===== config.mk =====
export PLATFORM = sky130hd
export DESIGN_NAME = opaddr_gen
export DESIGN_NICKNAME = d
export VERILOG_FILES = /design/src/rtl/opaddr_pkg.sv /design/src/rtl/opaddr_regfile.sv /design/src/rtl/opaddr_operand.sv /design/src/rtl/opaddr_branch.sv /design/src/rtl/opaddr_outreg.sv /design/src/rtl/opaddr_gen.sv
export SDC_FILE = /design/constraint.sdc
export NUM_CORES = 1
export LEC_CHECK = 0
export ABC_AREA = 1
export BUFFER_PORTS_ARGS = -buffer_cell sky130_fd_sc_hd__buf_4
export CORE_ASPECT_RATIO = 1.25
export CORE_MARGIN = 4
export CORE_UTILIZATION = 30
export CTS_CLUSTER_DIAMETER = 80
export DETAILED_ROUTE_END_ITERATION = 10
export GPL_TIMING_DRIVEN = 0
export HOLD_SLACK_MARGIN = 0.12
export PLACE_DENSITY = 0.55
export SYNTH_ARGS = -nofsm -noshare
export SYNTH_HDL_FRONTEND = slang
export SYNTH_SLANG_ARGS = --single-unit

===== constraint.sdc =====
create_clock -name clk -period 1.3 [get_ports clk]
set_input_delay 0.26 -clock clk [delete_from_list [all_inputs] [get_ports clk]]
set_output_delay 0.26 -clock clk [all_outputs]
set_load 0.005 [all_outputs]

===== src/rtl/opaddr_pkg.sv =====
package opaddr_pkg;
  typedef enum logic [2:0] {
    M_REG   = 3'd0,
    M_DIR   = 3'd1,
    M_IND   = 3'd2,
    M_IMM8  = 3'd3,
    M_IMM16 = 3'd4,
    M_ABS   = 3'd5,
    M_REL   = 3'd6,
    M_RSVD  = 3'd7
  } amode_e;

  typedef enum logic [1:0] {
    K_RAM  = 2'd0,
    K_SFR  = 2'd1,
    K_CODE = 2'd2,
    K_IMM  = 2'd3
  } akind_e;
endpackage


===== src/rtl/opaddr_regfile.sv =====
module opaddr_regfile #(
  parameter int DW    = 8,
  parameter int DEPTH = 32,
  localparam int IW   = $clog2(DEPTH)
) (
  input  logic          clk,
  input  logic          rst_n,
  input  logic          we,
  input  logic [IW-1:0] waddr,
  input  logic [DW-1:0] wdata,
  input  logic [IW-1:0] raddr,
  output logic [DW-1:0] rdata
);
  logic [DW-1:0] cells [DEPTH];

  // One register per entry; reads see the value before this edge's write.
  for (genvar gi = 0; gi < DEPTH; gi++) begin : g_cell
    always_ff @(posedge clk or negedge rst_n) begin
      if (!rst_n)                            cells[gi] <= '0;
      else if (we && waddr == IW'(gi))       cells[gi] <= wdata;
    end
  end

  assign rdata = cells[raddr];
endmodule


===== src/rtl/opaddr_operand.sv =====
module opaddr_operand
  import opaddr_pkg::*;
#(
  parameter int AW  = 16,
  parameter int DW  = 8,
  parameter int RSW = 3,
  parameter int BSW = 2,
  localparam int IW = BSW + RSW
) (
  input  logic [2:0]     mode,
  input  logic [BSW-1:0] bank,
  input  logic [RSW-1:0] regsel,
  input  logic [DW-1:0]  byte1,
  input  logic [DW-1:0]  byte2,
  input  logic [DW-1:0]  ptr,
  output logic [IW-1:0]  ptr_idx,
  output logic [AW-1:0]  addr,
  output logic [1:0]     kind
);
  // Indirect pointers live in R0/R1 of the active bank.
  assign ptr_idx = {bank, {(RSW-1){1'b0}}, regsel[0]};

  always_comb begin
    addr = '0;
    kind = K_IMM;
    case (amode_e'(mode))
      M_REG: begin
        addr = AW'({bank, regsel});
        kind = K_RAM;
      end
      M_DIR: begin
        addr = AW'(byte1);
        kind = byte1[DW-1] ? K_SFR : K_RAM;
      end
      M_IND: begin
        addr = AW'(ptr);
        kind = K_RAM;
      end
      M_IMM8: begin
        addr = AW'(byte1);
        kind = K_IMM;
      end
      M_IMM16: begin
        addr = AW'({byte1, byte2});
        kind = K_IMM;
      end
      default: begin
        addr = '0;
        kind = K_IMM;
      end
    endcase
  end
endmodule


===== src/rtl/opaddr_branch.sv =====
module opaddr_branch #(
  parameter int AW   = 16,
  parameter int DW   = 8,
  parameter int RSW  = 3,
  parameter int ABSW = 11,
  parameter int LW   = 2,
  localparam int HI  = ABSW - DW
) (
  input  logic [AW-1:0]  pc,
  input  logic [LW-1:0]  ilen,
  input  logic [RSW-1:0] regsel,
  input  logic [DW-1:0]  byte1,
  input  logic           use_rel,
  output logic [AW-1:0]  target
);
  logic [AW-1:0] next_pc;
  logic [AW-1:0] abs_t;
  logic [AW-1:0] rel_t;
  logic [AW-1:0] offs;

  assign next_pc = pc + AW'(ilen);
  assign offs    = {{(AW-DW){byte1[DW-1]}}, byte1};
  assign rel_t   = next_pc + offs;
  assign abs_t   = {next_pc[AW-1:ABSW], regsel[HI-1:0], byte1};
  assign target  = use_rel ? rel_t : abs_t;
endmodule


===== src/rtl/opaddr_outreg.sv =====
module opaddr_outreg #(
  parameter int AW = 16
) (
  input  logic          clk,
  input  logic          rst_n,
  input  logic          load,
  input  logic [AW-1:0] d_addr,
  input  logic [1:0]    d_kind,
  output logic          in_ready,
  output logic          out_valid,
  input  logic          out_ready,
  output logic [AW-1:0] out_addr,
  output logic [1:0]    out_kind
);
  assign in_ready = !out_valid || out_ready;

  always_ff @(posedge clk or negedge rst_n) begin
    if (!rst_n) begin
      out_valid <= 1'b0;
      out_addr  <= '0;
      out_kind  <= '0;
    end else begin
      if (load) begin
        out_valid <= 1'b1;
        out_addr  <= d_addr;
        out_kind  <= d_kind;
      end else if (out_ready) begin
        out_valid <= 1'b0;
      end
    end
  end
endmodule


===== src/rtl/opaddr_gen.sv =====
module opaddr_gen
  import opaddr_pkg::*;
#(
  parameter int AW    = 16,
  parameter int DW    = 8,
  parameter int NREG  = 8,
  parameter int NBANK = 4,
  parameter int ABSW  = 11,
  parameter int LW    = 2,
  localparam int RSW  = $clog2(NREG),
  localparam int BSW  = $clog2(NBANK),
  localparam int IW   = RSW + BSW
) (
  input  logic           clk,
  input  logic           rst_n,
  input  logic           in_valid,
  output logic           in_ready,
  input  logic [2:0]     mode,
  input  logic [BSW-1:0] bank,
  input  logic [RSW-1:0] regsel,
  input  logic [DW-1:0]  byte1,
  input  logic [DW-1:0]  byte2,
  input  logic [AW-1:0]  pc,
  input  logic [LW-1:0]  ilen,
  input  logic           rf_we,
  input  logic [IW-1:0]  rf_waddr,
  input  logic [DW-1:0]  rf_wdata,
  output logic           out_valid,
  input  logic           out_ready,
  output logic [AW-1:0]  out_addr,
  output logic [1:0]     out_kind
);
  logic [IW-1:0] ptr_idx;
  logic [DW-1:0] ptr;
  logic [AW-1:0] op_addr, br_addr, sel_addr;
  logic [1:0]    op_kind, sel_kind;
  logic          is_branch, is_rel, accept, load;

  assign is_rel    = (mode == M_REL);
  assign is_branch = (mode == M_ABS) || is_rel;
  assign accept    = in_valid && in_ready;
  assign load      = accept && (mode != M_RSVD);

  opaddr_regfile #(.DW(DW), .DEPTH(NREG*NBANK)) u_rf (
    .clk(clk), .rst_n(rst_n), .we(rf_we), .waddr(rf_waddr),
    .wdata(rf_wdata), .raddr(ptr_idx), .rdata(ptr)
  );

  opaddr_operand #(.AW(AW), .DW(DW), .RSW(RSW), .BSW(BSW)) u_op (
    .mode(mode), .bank(bank), .regsel(regsel), .byte1(byte1),
    .byte2(byte2), .ptr(ptr), .ptr_idx(ptr_idx),
    .addr(op_addr), .kind(op_kind)
  );

  opaddr_branch #(.AW(AW), .DW(DW), .RSW(RSW), .ABSW(ABSW), .LW(LW)) u_br (
    .pc(pc), .ilen(ilen), .regsel(regsel), .byte1(byte1),
    .use_rel(is_rel), .target(br_addr)
  );

  assign sel_addr = is_branch ? br_addr : op_addr;
  assign sel_kind = is_branch ? 2'(K_CODE) : op_kind;

  opaddr_outreg #(.AW(AW)) u_out (
    .clk(clk), .rst_n(rst_n), .load(load), .d_addr(sel_addr),
    .d_kind(sel_kind), .in_ready(in_ready), .out_valid(out_valid),
    .out_ready(out_ready), .out_addr(out_addr), .out_kind(out_kind)
  );
endmodule


Yosys cells after proc, flatten, opt, wreduce, memory -nomap -nowiden --
Cells that the tools add are included.
Operators by class: bitwise logic cells 1, muxes and demuxes 11, equality and inequality tests 38, $lt $le $gt $ge 1, add/sub/neg operators 2, reductions and logical operators 42
Operators by type and width (count):
- $eq 5x5->1 const B | 16
- $pmux 16 s4 | 1
- $bmux 8 s5 | 1
- $eq 5x4->1 const B | 8
- $logic_and 1x1->1 | 34
- $mux 16 | 2
- $eq 5x3->1 const B | 4
- $add 16x16->16 | 1
- $add 16x2->16 | 1
- $mux 8 | 2
- $eq 5x2->1 const B | 2
- $eq 3x3->1 const B | 3
- $eq 3x2->1 const B | 2
- $ge 6x6->1 const B | 1
- $not 5->6 | 1
- $eq 5x1->1 const B | 1
- $logic_not 5->1 | 1
- $pmux 2 s2 | 1
- $reduce_or 2->1 | 2
- $eq 3x1->1 const B | 1
- $logic_not 3->1 | 1
- $mux 1 | 3
- $ne 3x3->1 const B | 1
- $logic_or 1x1->1 | 2
- 3 further kinds | 3
Word-level totals: word-level logic and storage cells 130, bits of input ports 60, bits in registers 275, output and inout port bits 20

Logic depth before layout (Yosys ltp) --
Gate-level depths: netlist of the first run.
depth in word-level cells 6, depth in mapped cells 23, depth with buffers taken out 23

Modules after synthesis --
From an unflattened synthesis of the first run, not the netlist that was laid out.
Second synthesis, totals: cells, all modules 2001, area, all modules 14971.9 µm²
By module, submodules not included:
- opaddr_regfile | area each 11912.7 µm², cells an instance 1506, seq. area each 6406.1 µm², instances 1
- opaddr_branch | area each 1443.9 µm², cells an instance 255, seq. area each 0.0 µm², instances 1
- opaddr_outreg | area each 748.2 µm², cells an instance 80, seq. area each 475.5 µm², instances 1
- opaddr_gen | area each 445.4 µm², cells an instance 68, seq. area each 0.0 µm², instances 1
- opaddr_operand | area each 421.7 µm², cells an instance 92, seq. area each 0.0 µm², instances 1

Worst setup path before layout of the first run --
No wires, ideal clock.
kind input port to flip-flop, from in pc[0], to reg u_out.out_addr[15], path buffers 0, cell stages on the path 22, data required time 1223 ps, path slack -1328 ps, data arrival time 2551 ps, path through ha_1 > fa_1 > nand2_1 > nor2_1 > nand2_1 > inv_1 > nand3_1 > nand3b_1 > xor2_1 > inv_1 > ha_1 > nand2_1 > inv_1 > nand2_1 > nand2_1 > nand2_1 > nand2_1 > a21oi_1 > nand3_1 > nand3_1 > nand2_1 > a21oi_1
Between the ends: longest elaborated chain between the ends 4
RTL lines:
- start: declaration | RTL line opaddr_gen.sv:23 | input logic [AW-1:0] pc,
- $add 16x2->16 * | RTL line opaddr_branch.sv:21 | assign next_pc = pc + AW'(ilen);
- $add 16x16->16 | RTL line opaddr_branch.sv:23 | assign rel_t = next_pc + offs;
- $mux 16 * | RTL line opaddr_branch.sv:25 | assign target = use_rel ? rel_t : abs_t;
- $mux 16 * | RTL line opaddr_gen.sv:60 | assign sel_addr = is_branch ? br_addr : op_addr;
- end signal: assignment | RTL line opaddr_outreg.sv:25 | out_addr <= d_addr;
- end: declaration | RTL line opaddr_outreg.sv:12 | output logic [AW-1:0] out_addr,
Every way passes the cells marked *; elsewhere a longest branch is shown, timed or not. A chain may end at the register's enable or synchronous reset.

Final worst setup path of the first run --
from in pc[1], to reg u_out.out_addr[11]
The elaborated chain is that of the path after synthesis.

==> reports/results.txt, run 1 <==
Status = finished with violations
Failing checks = negative setup slack
FF+latch count, synth = 83
CP endpoint = u_out.out_addr[11]$_DFFE_PN0P_
CP startpoint = pc[1]
Clk_skew = 0.01268 ns
Place WS = -1.679 ns
CP delay by family, top = simple AND/OR/NAND/NOR gates
Slew headroom = 0.2751
Fmax = 414.1 MHz
Area share of the largest cell type after synthesis = 0.3943
Clock Tree Buf Depth = 2
Io pins = 80
Area of the multi-input gates = 0.003263 mm2
Reg2Reg Launch Point = u_rf.cells[125]$_DFFE_PN0P_
Fin nets = 911
DIE AREA = 0.01976 mm2
Unrepaired setup endpoints after global routing = true
Detail Route Antenna Nets = 0
Area leader, netlist = dfrtp_1
Reg2Reg Setup Slack = -0.12 ns
Data required, critical path = 1.53 ns
DR pass1 iterations = 5
Fin crit share = 1.858
Cell Pwr Density = 1154 mW/mm2
Slowest cell on the critical path = ha_1
Crit path DAT = 2.65 ns
ANT cells = 0
Largest net degree at the start of global routing = 84
Hold-fix buffers, CTS = 0
Total CTS buffers = 9
Syn Inst Count = 723
Gpl congestion = 0.8419
Yosys Warn Count = 0
Overall fraction of global-route tracks in use = 0.1773
Largest family of logic cells by synthesized area = simple AND/OR/NAND/NOR gates
VDD IR max = 675.4 uV
Final setup viols = 16
Post-synthesis simple-gate area fraction = 0.2366
XOR/XNOR share of the synthesized area = 0.02993
Setup WS post-layout = -1.115 ns
Post-synthesis compound-gate area fraction = 0.2057
Clock Sink Count = 83
CP endpoint kind = flop
Core ar. = 0.01704 mm2
Pwr Total = 0.008196 W
Root Driver = clkbuf_16
Share of cells above drive strength 1 = 0.2833
Area grow syn2layout = 34.87%
CTS tree = yes
Worst hold path type = in -> async
Post-Synth Adder-Cell Area = 0.05511
Worst-margin pin slew = 1.087 ns
Most frequent CP cell = nand2_1
Fillers = 1,754
Final WL = 17,170 um
Seq/Total Area, Yosys = 0.3943
H-tree Lvls = 3
Die Ht = 156.2 um
Row count = 53
CP bufs+invs = 3
Crit path depth = 18
Drt wl/cell = 16.31 um
Initial antenna violation count = 0
Top cells by area, synth = dfrtp_1 39%, nand2_1 12%, o21ai_0 10%
Register area = 0.002077 mm2
Max Transition Viols Final = 0
Mapped Avg Cell Area = 7.286 um2
Unique cell type count in the Yosys netlist = 36
Placed cell area = 0.006269 mm2
Critical path class = in -> reg
Cell Chain, Critical Path = buf_4 -> ha_1 -> nand3_1 -> nand2_2 -> nand3_2 -> xor2_1 -> inv_1 -> ha_1 -> nand2_4 -> inv_1 -> a21oi_2 -> nand2_4 -> a21oi_2 -> a21oi_1 -> o21ai_0 -> nand2_1 -> nand2_1 -> nand2_1
Netlist Area Pre-Place = 0.005268 mm2
DRC = 0
Vias = 5,194
Crit-path max cell delay = 0.39 ns
Vias per inst = 4.933
First-pass GRT wire length = 27,960 um
DP HPWL = 13,140 um
Hold Vio Cnt, Final = 0
WHS = 0.1128 ns
Port bufs = 77
Mux share of post-synthesis cell area = 0
Cell area after layout = 0.007104 mm2
Clock Pin Slew Worst Setup and Hold Paths = 0.07 ns
Reg2reg end = u_out.out_addr[5]$_DFFE_PN0P_
Min Tclk post-route = 2.415 ns
Clk_lat worst skew = 0.34 ns
Syn_nets = 805
Initial cell density of the core = 0.3091
DRT iter0 DRCs = 280
Die width = 126.5 um
Crit-path max FO = 4
Reg2reg path depth = 8
Pleak = 3.303 nW
Max Cap Viol = 0
Vias in the first global route = 5,330
Worst setup SP type = input pin
GRT overflow = 0
-- sequential cells by signal, indices dropped and copies added, names as in the netlist --
signal / cells
u_out.out_addr: 16
u_out.out_kind: 2
u_out.out_valid: 1
u_rf.cells: 64
-- worst min path at each step --
| stage | endpoint | cells past startpoint | slack, ns | from |
|---|---|---|---|---|
| 4_1_cts | u_rf.cells[124]$_DFFE_PN0P_ | 3 | 0.14 | rf_wdata[4] |
| 5_1_grt | u_rf.cells[122]$_DFFE_PN0P_ | 3 | 0.14 | rf_wdata[2] |
| 3_5_place_dp | u_rf.cells[242]$_DFFE_PN0P_ | 2 | 0.47 | u_rf.cells[242]$_DFFE_PN0P_ |
| 3_3_place_gp | u_rf.cells[242]$_DFFE_PN0P_ | 2 | 0.46 | u_rf.cells[242]$_DFFE_PN0P_ |
| 2_1_floorplan | u_out.out_addr[0]$_DFFE_PN0P_ | 0 | -0.04 | rst_n |
| 6_report | u_rf.cells[191]$_DFFE_PN0P_ | 1 | 0.11 | rst_n |
-- cells in the mapped netlist --
master    count
nor3_1        5
a21oi_2       1
buf_6         1
nor3_4        2
a21o_1        2
a41oi_1       2
buf_4         2
o22ai_1       9
xor2_1       14
a32o_1        1
nand3b_1      1
nor2_1       72
or2_2         2
clkbuf_1     13
nand2_2       1
inv_4         1
xnor2_1       4
o21a_1        3
nand2_1     175
o21ai_1       7
inv_1        73
buf_2        10
o211ai_1     17
a21oi_1      44
nor4_1        4
nand3_2       1
nor2_2        2
ha_1         20
inv_2         2
o21ai_0     105
nand3_1      30
fa_1          2
nand4_1       6
o31ai_1       1
o21bai_1      5
dfrtp_1      83
-- power by group --
group          internal (W)  switching [W]  leakage, nW
sequential          0.00307       0.000254         1.04
clock               0.00147        0.00102        0.134
combinational       0.00107        0.00131         2.13
-- routing by layer --
| metal | track usage | routed length (um) | vias to the layer above | part of all wire |
|---|---|---|---|---|
| li1 | - | - | 2604 | - |
| met1 | 0.2183 | 7208 | 2440 | 0.42 |
| met2 | 0.3174 | 8858 | 129 | 0.52 |
| met3 | 0.02603 | 742 | 21 | 0.043 |
| met4 | 0.05774 | 360 | 0 | 0.021 |
| met5 | 0 | 0 | - | 0 |
-- worst register-to-register path, delay by kind of cell, from the launching register on --
kind	cells	cell delay [ns]
flops	1	0.36
compound gates	4	0.51
simple gates	3	0.38
buf+inv	1	0.07
-- through the flow --
step / util / std cells / setup TNS (ns)
4_1_cts: 0.4047 / 1052 / -13.02
6_report: 0.4169 / 1053 / -13.73
3_3_place_gp: 0.3678 / 1020 / -43.25
2_1_floorplan: - / 723 / -13.53
3_5_place_dp: 0.3678 / 1020 / -44.83
5_1_grt: 0.4169 / 1053 / -16.34
-- layout make-up --
| cell class | instances | share of cell area |
|---|---|---|
| repair buffers | 100 | 0.1110 |
| plain buffers | 21 | 0.01744 |
| multi-input cells | 538 | 0.4593 |
| well taps | 220 | 0.03875 |
| clock inverters | 5 | 0.007749 |
| clock buffers | 10 | 0.03223 |
| flip-flops and latches | 83 | 0.2924 |
| inverters | 76 | 0.04121 |
-- logic make-up (layout without fill, tap and decap cells) --
family                     after synthesis  in the layout
and+or+nand+nor                        301            301
DFF                                     83             83
AOI/OAI and AO/OA                      197            197
buffers and inverters                  102            212
xor gates and xnor gates                18             18
adders and majority gates               22             22
-- timing repair --
action | in CTS | in global routing
setup buffers | 17 | 6
endpoints found under the setup margin | 71 | 69
gates resized for setup | 61 | 42
pin swaps | 49 | 29
cloned | 0 | 0
-- layout by cell type, fill, tap and decap left out, types with 4 or more instances in the layout --
| cell type | count |
|---|---|
| ha_1 | 10 |
| o21ai_0 | 100 |
| nand2_4 | 8 |
| nor2_2 | 8 |
| xor2_2 | 5 |
| nor2_1 | 61 |
| nand2_1 | 148 |
| nand4_1 | 6 |
| xor2_1 | 9 |
| o21bai_1 | 4 |
| buf_2 | 7 |
| o211ai_1 | 17 |
| o21ai_1 | 11 |
| o22ai_1 | 9 |
| nand2_2 | 20 |
| buf_4 | 94 |
| nor2_4 | 5 |
| clkbuf_1 | 7 |
| ha_4 | 7 |
| a21oi_1 | 30 |
| clkbuf_16 | 9 |
| inv_1 | 65 |
| a21oi_2 | 15 |
| inv_2 | 8 |
| dfrtp_1 | 83 |
| buf_6 | 11 |
| nand3_1 | 23 |
| nand3_2 | 7 |
(Power assumes the default switching activity.)
==> inputs of run 2 (changes only) <==
--- a/config.mk
+++ b/config.mk
@@ -15,6 +15,7 @@
 export GPL_TIMING_DRIVEN = 0
 export HOLD_SLACK_MARGIN = 0.12
 export PLACE_DENSITY = 0.55
+export SKIP_LAST_GASP = 1
 export SYNTH_ARGS = -nofsm -noshare
 export SYNTH_HDL_FRONTEND = slang
 export SYNTH_SLANG_ARGS = --single-unit
==> constraint.sdc (replaced) <==
create_clock -name clk -period 1.3 [get_ports clk]
set_input_delay 0.13 -clock clk [delete_from_list [all_inputs] [get_ports clk]]
set_output_delay 0.13 -clock clk [all_outputs]
set_load 0.005 [all_outputs]
==> reports/results.txt, run 2 (synthesis gave the netlist of run 1 again) <==
Cell area after layout = 0.007153 mm2 (+0.69%)
Detail Route Antenna Nets = 0 (unchanged)
Most frequent CP cell = nand2_1
Internal = 0.006033 W (+7.5%)
Clock Tree Buf Depth = 2 (unchanged)
Fin nets = 915 (+0.44%)
Vias = 5,221 (+0.52%)
Clk pwr share = 0.343 (+0.039)
DP HPWL = 13,320 um (+1.4%)
Data required, critical path = 1.52 ns (about the same)
Fillers = 1,802 (+2.7%)
Drt wl/cell = 16.57 um (+1.6%)
GRT overflow = 0 (unchanged)
Flop pwr share = 0.387 (-0.019)
Port bufs = 77 (unchanged)
Failing checks = negative hold slack, negative setup slack
Hold-fix buffers, CTS = 8 (+8)
Placed cell area = 0.006264 mm2 (about the same)
CP endpoint kind = flop
Crit-path max cell delay = 0.35 ns (-0.04 ns)
Most frequent cells in the layout = 150 x nand2_1, 100 x o21ai_0, 86 x buf_4
VDD IR max = 628.8 uV (-6.9%)
First-pass GRT wire length = 27,650 um (-1.1%)
DRC = 0 (unchanged)
Largest registers = u_rf.cells x64, u_out.out_addr x16, u_out.out_kind x2
Slew headroom = 0.2697 (-0.005355)
Pleak = 3.326 nW (+0.70%)
Clk_skew = 0.008532 ns (-0.004148 ns)
Clock Sink Count = 83 (unchanged)
Crit path DAT = 2.55 ns (-0.10 ns)
Area grow syn2layout = 35.80%
Number of non-filler instances in the completed layout = 1,058 (+0.47%)
Die width = 126.5 um (unchanged)
Worst-margin pin slew = 1.095 ns (+0.008032 ns)
Max Transition Viols Final = 0 (unchanged)
Final setup viols = 16 (unchanged)
Clock Pin Slew Worst Setup and Hold Paths = 0.07 ns (about the same)
ANT cells = 0 (unchanged)
Initial antenna violation count = 0 (unchanged)
Share of cells above drive strength 1 = 0.2601 (-0.02317)
Row count = 53 (unchanged)
H-tree Lvls = 3 (unchanged)
Min Tclk post-route = 2.326 ns (-0.08931 ns)
Initial cell density of the core = 0.3091 (unchanged)
Top reg by flops = u_rf.cells
Final WL = 17,530 um (+2.1%)
DIE AREA = 0.01976 mm2 (unchanged)
Place WS = -1.537 ns (+0.1423 ns)
CTS tree = yes
Unrepaired setup endpoints after global routing = true
Hold Vio Cnt, Final = 9 (+9)
Die Ht = 156.2 um (unchanged)
Root Driver = clkbuf_16
Io pins = 80 (unchanged)
Status = finished with violations
Critical path class = in -> reg
Gpl congestion = 0.8355 (-0.76%)
Max FFs per register = 64 (unchanged)
Comb pwr share = 0.271 (-0.020)
DRT iter0 DRCs = 320 (+14%)
Pwr Total = 0.008622 W (+5.2%)
WHS = -0.02919 ns (-0.1420 ns)
Psw = 0.002589 W (+0.18%)
Cell Pwr Density = 1205 mW/mm2 (+4.5%)
Most common cell after layout, fill and taps aside = nand2_1
Cell Chain, Critical Path = buf_6 -> ha_4 -> fa_2 -> nand2_2 -> nor2_4 -> nand2_2 -> inv_2 -> nand3_2 -> nand3b_1 -> xor2_1 -> inv_1 -> ha_4 -> nand2_1 -> nand2_1 -> inv_2 -> nand2_2 -> nand2_1 -> nand2_1 -> a21oi_2 -> inv_1 -> nand2_1 -> nand3_1 -> nand2_1 -> a21oi_1
Total CTS buffers = 9 (unchanged)
Setup WS post-layout = -1.026 ns (+0.08931 ns)
DR pass1 iterations = 5 (unchanged)
Vias per inst = 4.935 (about the same)
Vias in the first global route = 5,192 (-2.6%)
Worst hold path type = in -> async
Max Cap Viol = 0 (unchanged)
Overall fraction of global-route tracks in use = 0.1757 (-0.001544)
Largest net degree at the start of global routing = 84 (unchanged)
Fin crit share = 1.789 (-0.06870)
Clk_lat worst skew = 0.34 ns (about the same)
Crit-path max FO = 3 (-1)
Worst setup SP type = input pin
Core ar. = 0.01704 mm2 (unchanged)
Placed cells = 1,020 (unchanged)
Slowest cell on the critical path = fa_2
Fmax = 430.0 MHz (+3.8%)
Switching Fraction = 0.3003 (-0.01501)
## run 2: cell count changes in the layout (fill, tap and decap cells not counted), moves of 4 or more
cell	delta
clkbuf_1	+6
buf_4	-8
nand3_2	-4
dlygate4sd3_1	+8
## run 2: path summary, 6_finish.rpt
kind | start | end | slack, ns | cells past startpoint
min | rst_n | u_rf.cells[255]$_DFFE_PN0P_ | -0.03 | 1
max in group asynchronous | rst_n | u_out.out_addr[13]$_DFFE_PN0P_ | 0.60 | 1
max | pc[0] | u_out.out_addr[15]$_DFFE_PN0P_ | -1.03 | 24
min reg2reg | u_rf.cells[240]$_DFFE_PN0P_ | u_rf.cells[240]$_DFFE_PN0P_ | 0.48 | 2
max reg2reg | u_rf.cells[185]$_DFFE_PN0P_ | u_out.out_addr[1]$_DFFE_PN0P_ | -0.13 | 8
min in group clk | out_ready | u_out.out_valid$_DFFE_PN0P_ | 0.08 | 4
## run 2: routing by layer
layer  track usage  routed length [um]  up-vias
met3       0.02671                 772       20
met1        0.2165                7349     2461
met5             0                   0        -
li1              -                   -     2619
met2        0.3181                9110      121
met4       0.04854                 297        0
## run 2: layout make-up
| type | count | area, um2 | share of cell area |
|---|---|---|---|
| multi-input combinational | 538 | 3246 | 0.4537 |
| sequential | 83 | 2077 | 0.2904 |
| timing repair buffer | 99 | 789.5 | 0.1104 |
| inverter | 76 | 290.3 | 0.04058 |
| tap | 220 | 275.3 | 0.03848 |
| clock buffer | 11 | 242.7 | 0.03393 |
| buffer | 26 | 132.6 | 0.01854 |
| clock inverter | 5 | 100.1 | 0.01399 |
## run 2: critical path, delay by kind of cell
kind                     cells  cell delay, ns
AO/OA/AOI/OAI                2            0.22
XOR/XNOR                     1            0.15
adder cells (fa/ha/maj)      3            0.73
buffers and inverters        5            0.38
AND/OR/NAND/NOR             13            0.93
## run 2: power groups by stage
stage	Clock (W)	Sequential (W)	Combinational [W]
global route	0.00312	0.00339	0.00262
finish	0.00295	0.00333	0.00233
global placement	0	0.00336	0.00201
detailed placement	0	0.00338	0.00203
CTS	0.00300	0.00333	0.00220
floorplan	0	0.00331	0.00123
## run 2: repair_timing
item | in CTS | in global routing
cloned | 0 | 0
setup endpoints to repair | 18 | 59
endpoints found under the hold margin | 92 | 29
resized for setup | 41 | 51
setup buffers | 8 | 6
pin swaps | 30 | 28
## run 2: per-stage QoR
step | util | setup TNS [ns] | hold slack, ns
after CTS | 0.4047 | -11.36 | 0.04394
final | 0.4197 | -12.42 | -0.02919
after global routing | 0.4197 | -14.59 | 0.08365
after floorplan | - | -11.58 | -0.1656
after global placement | 0.3675 | -32.99 | 0.3454
after detailed placement | 0.3675 | -34.30 | 0.3522
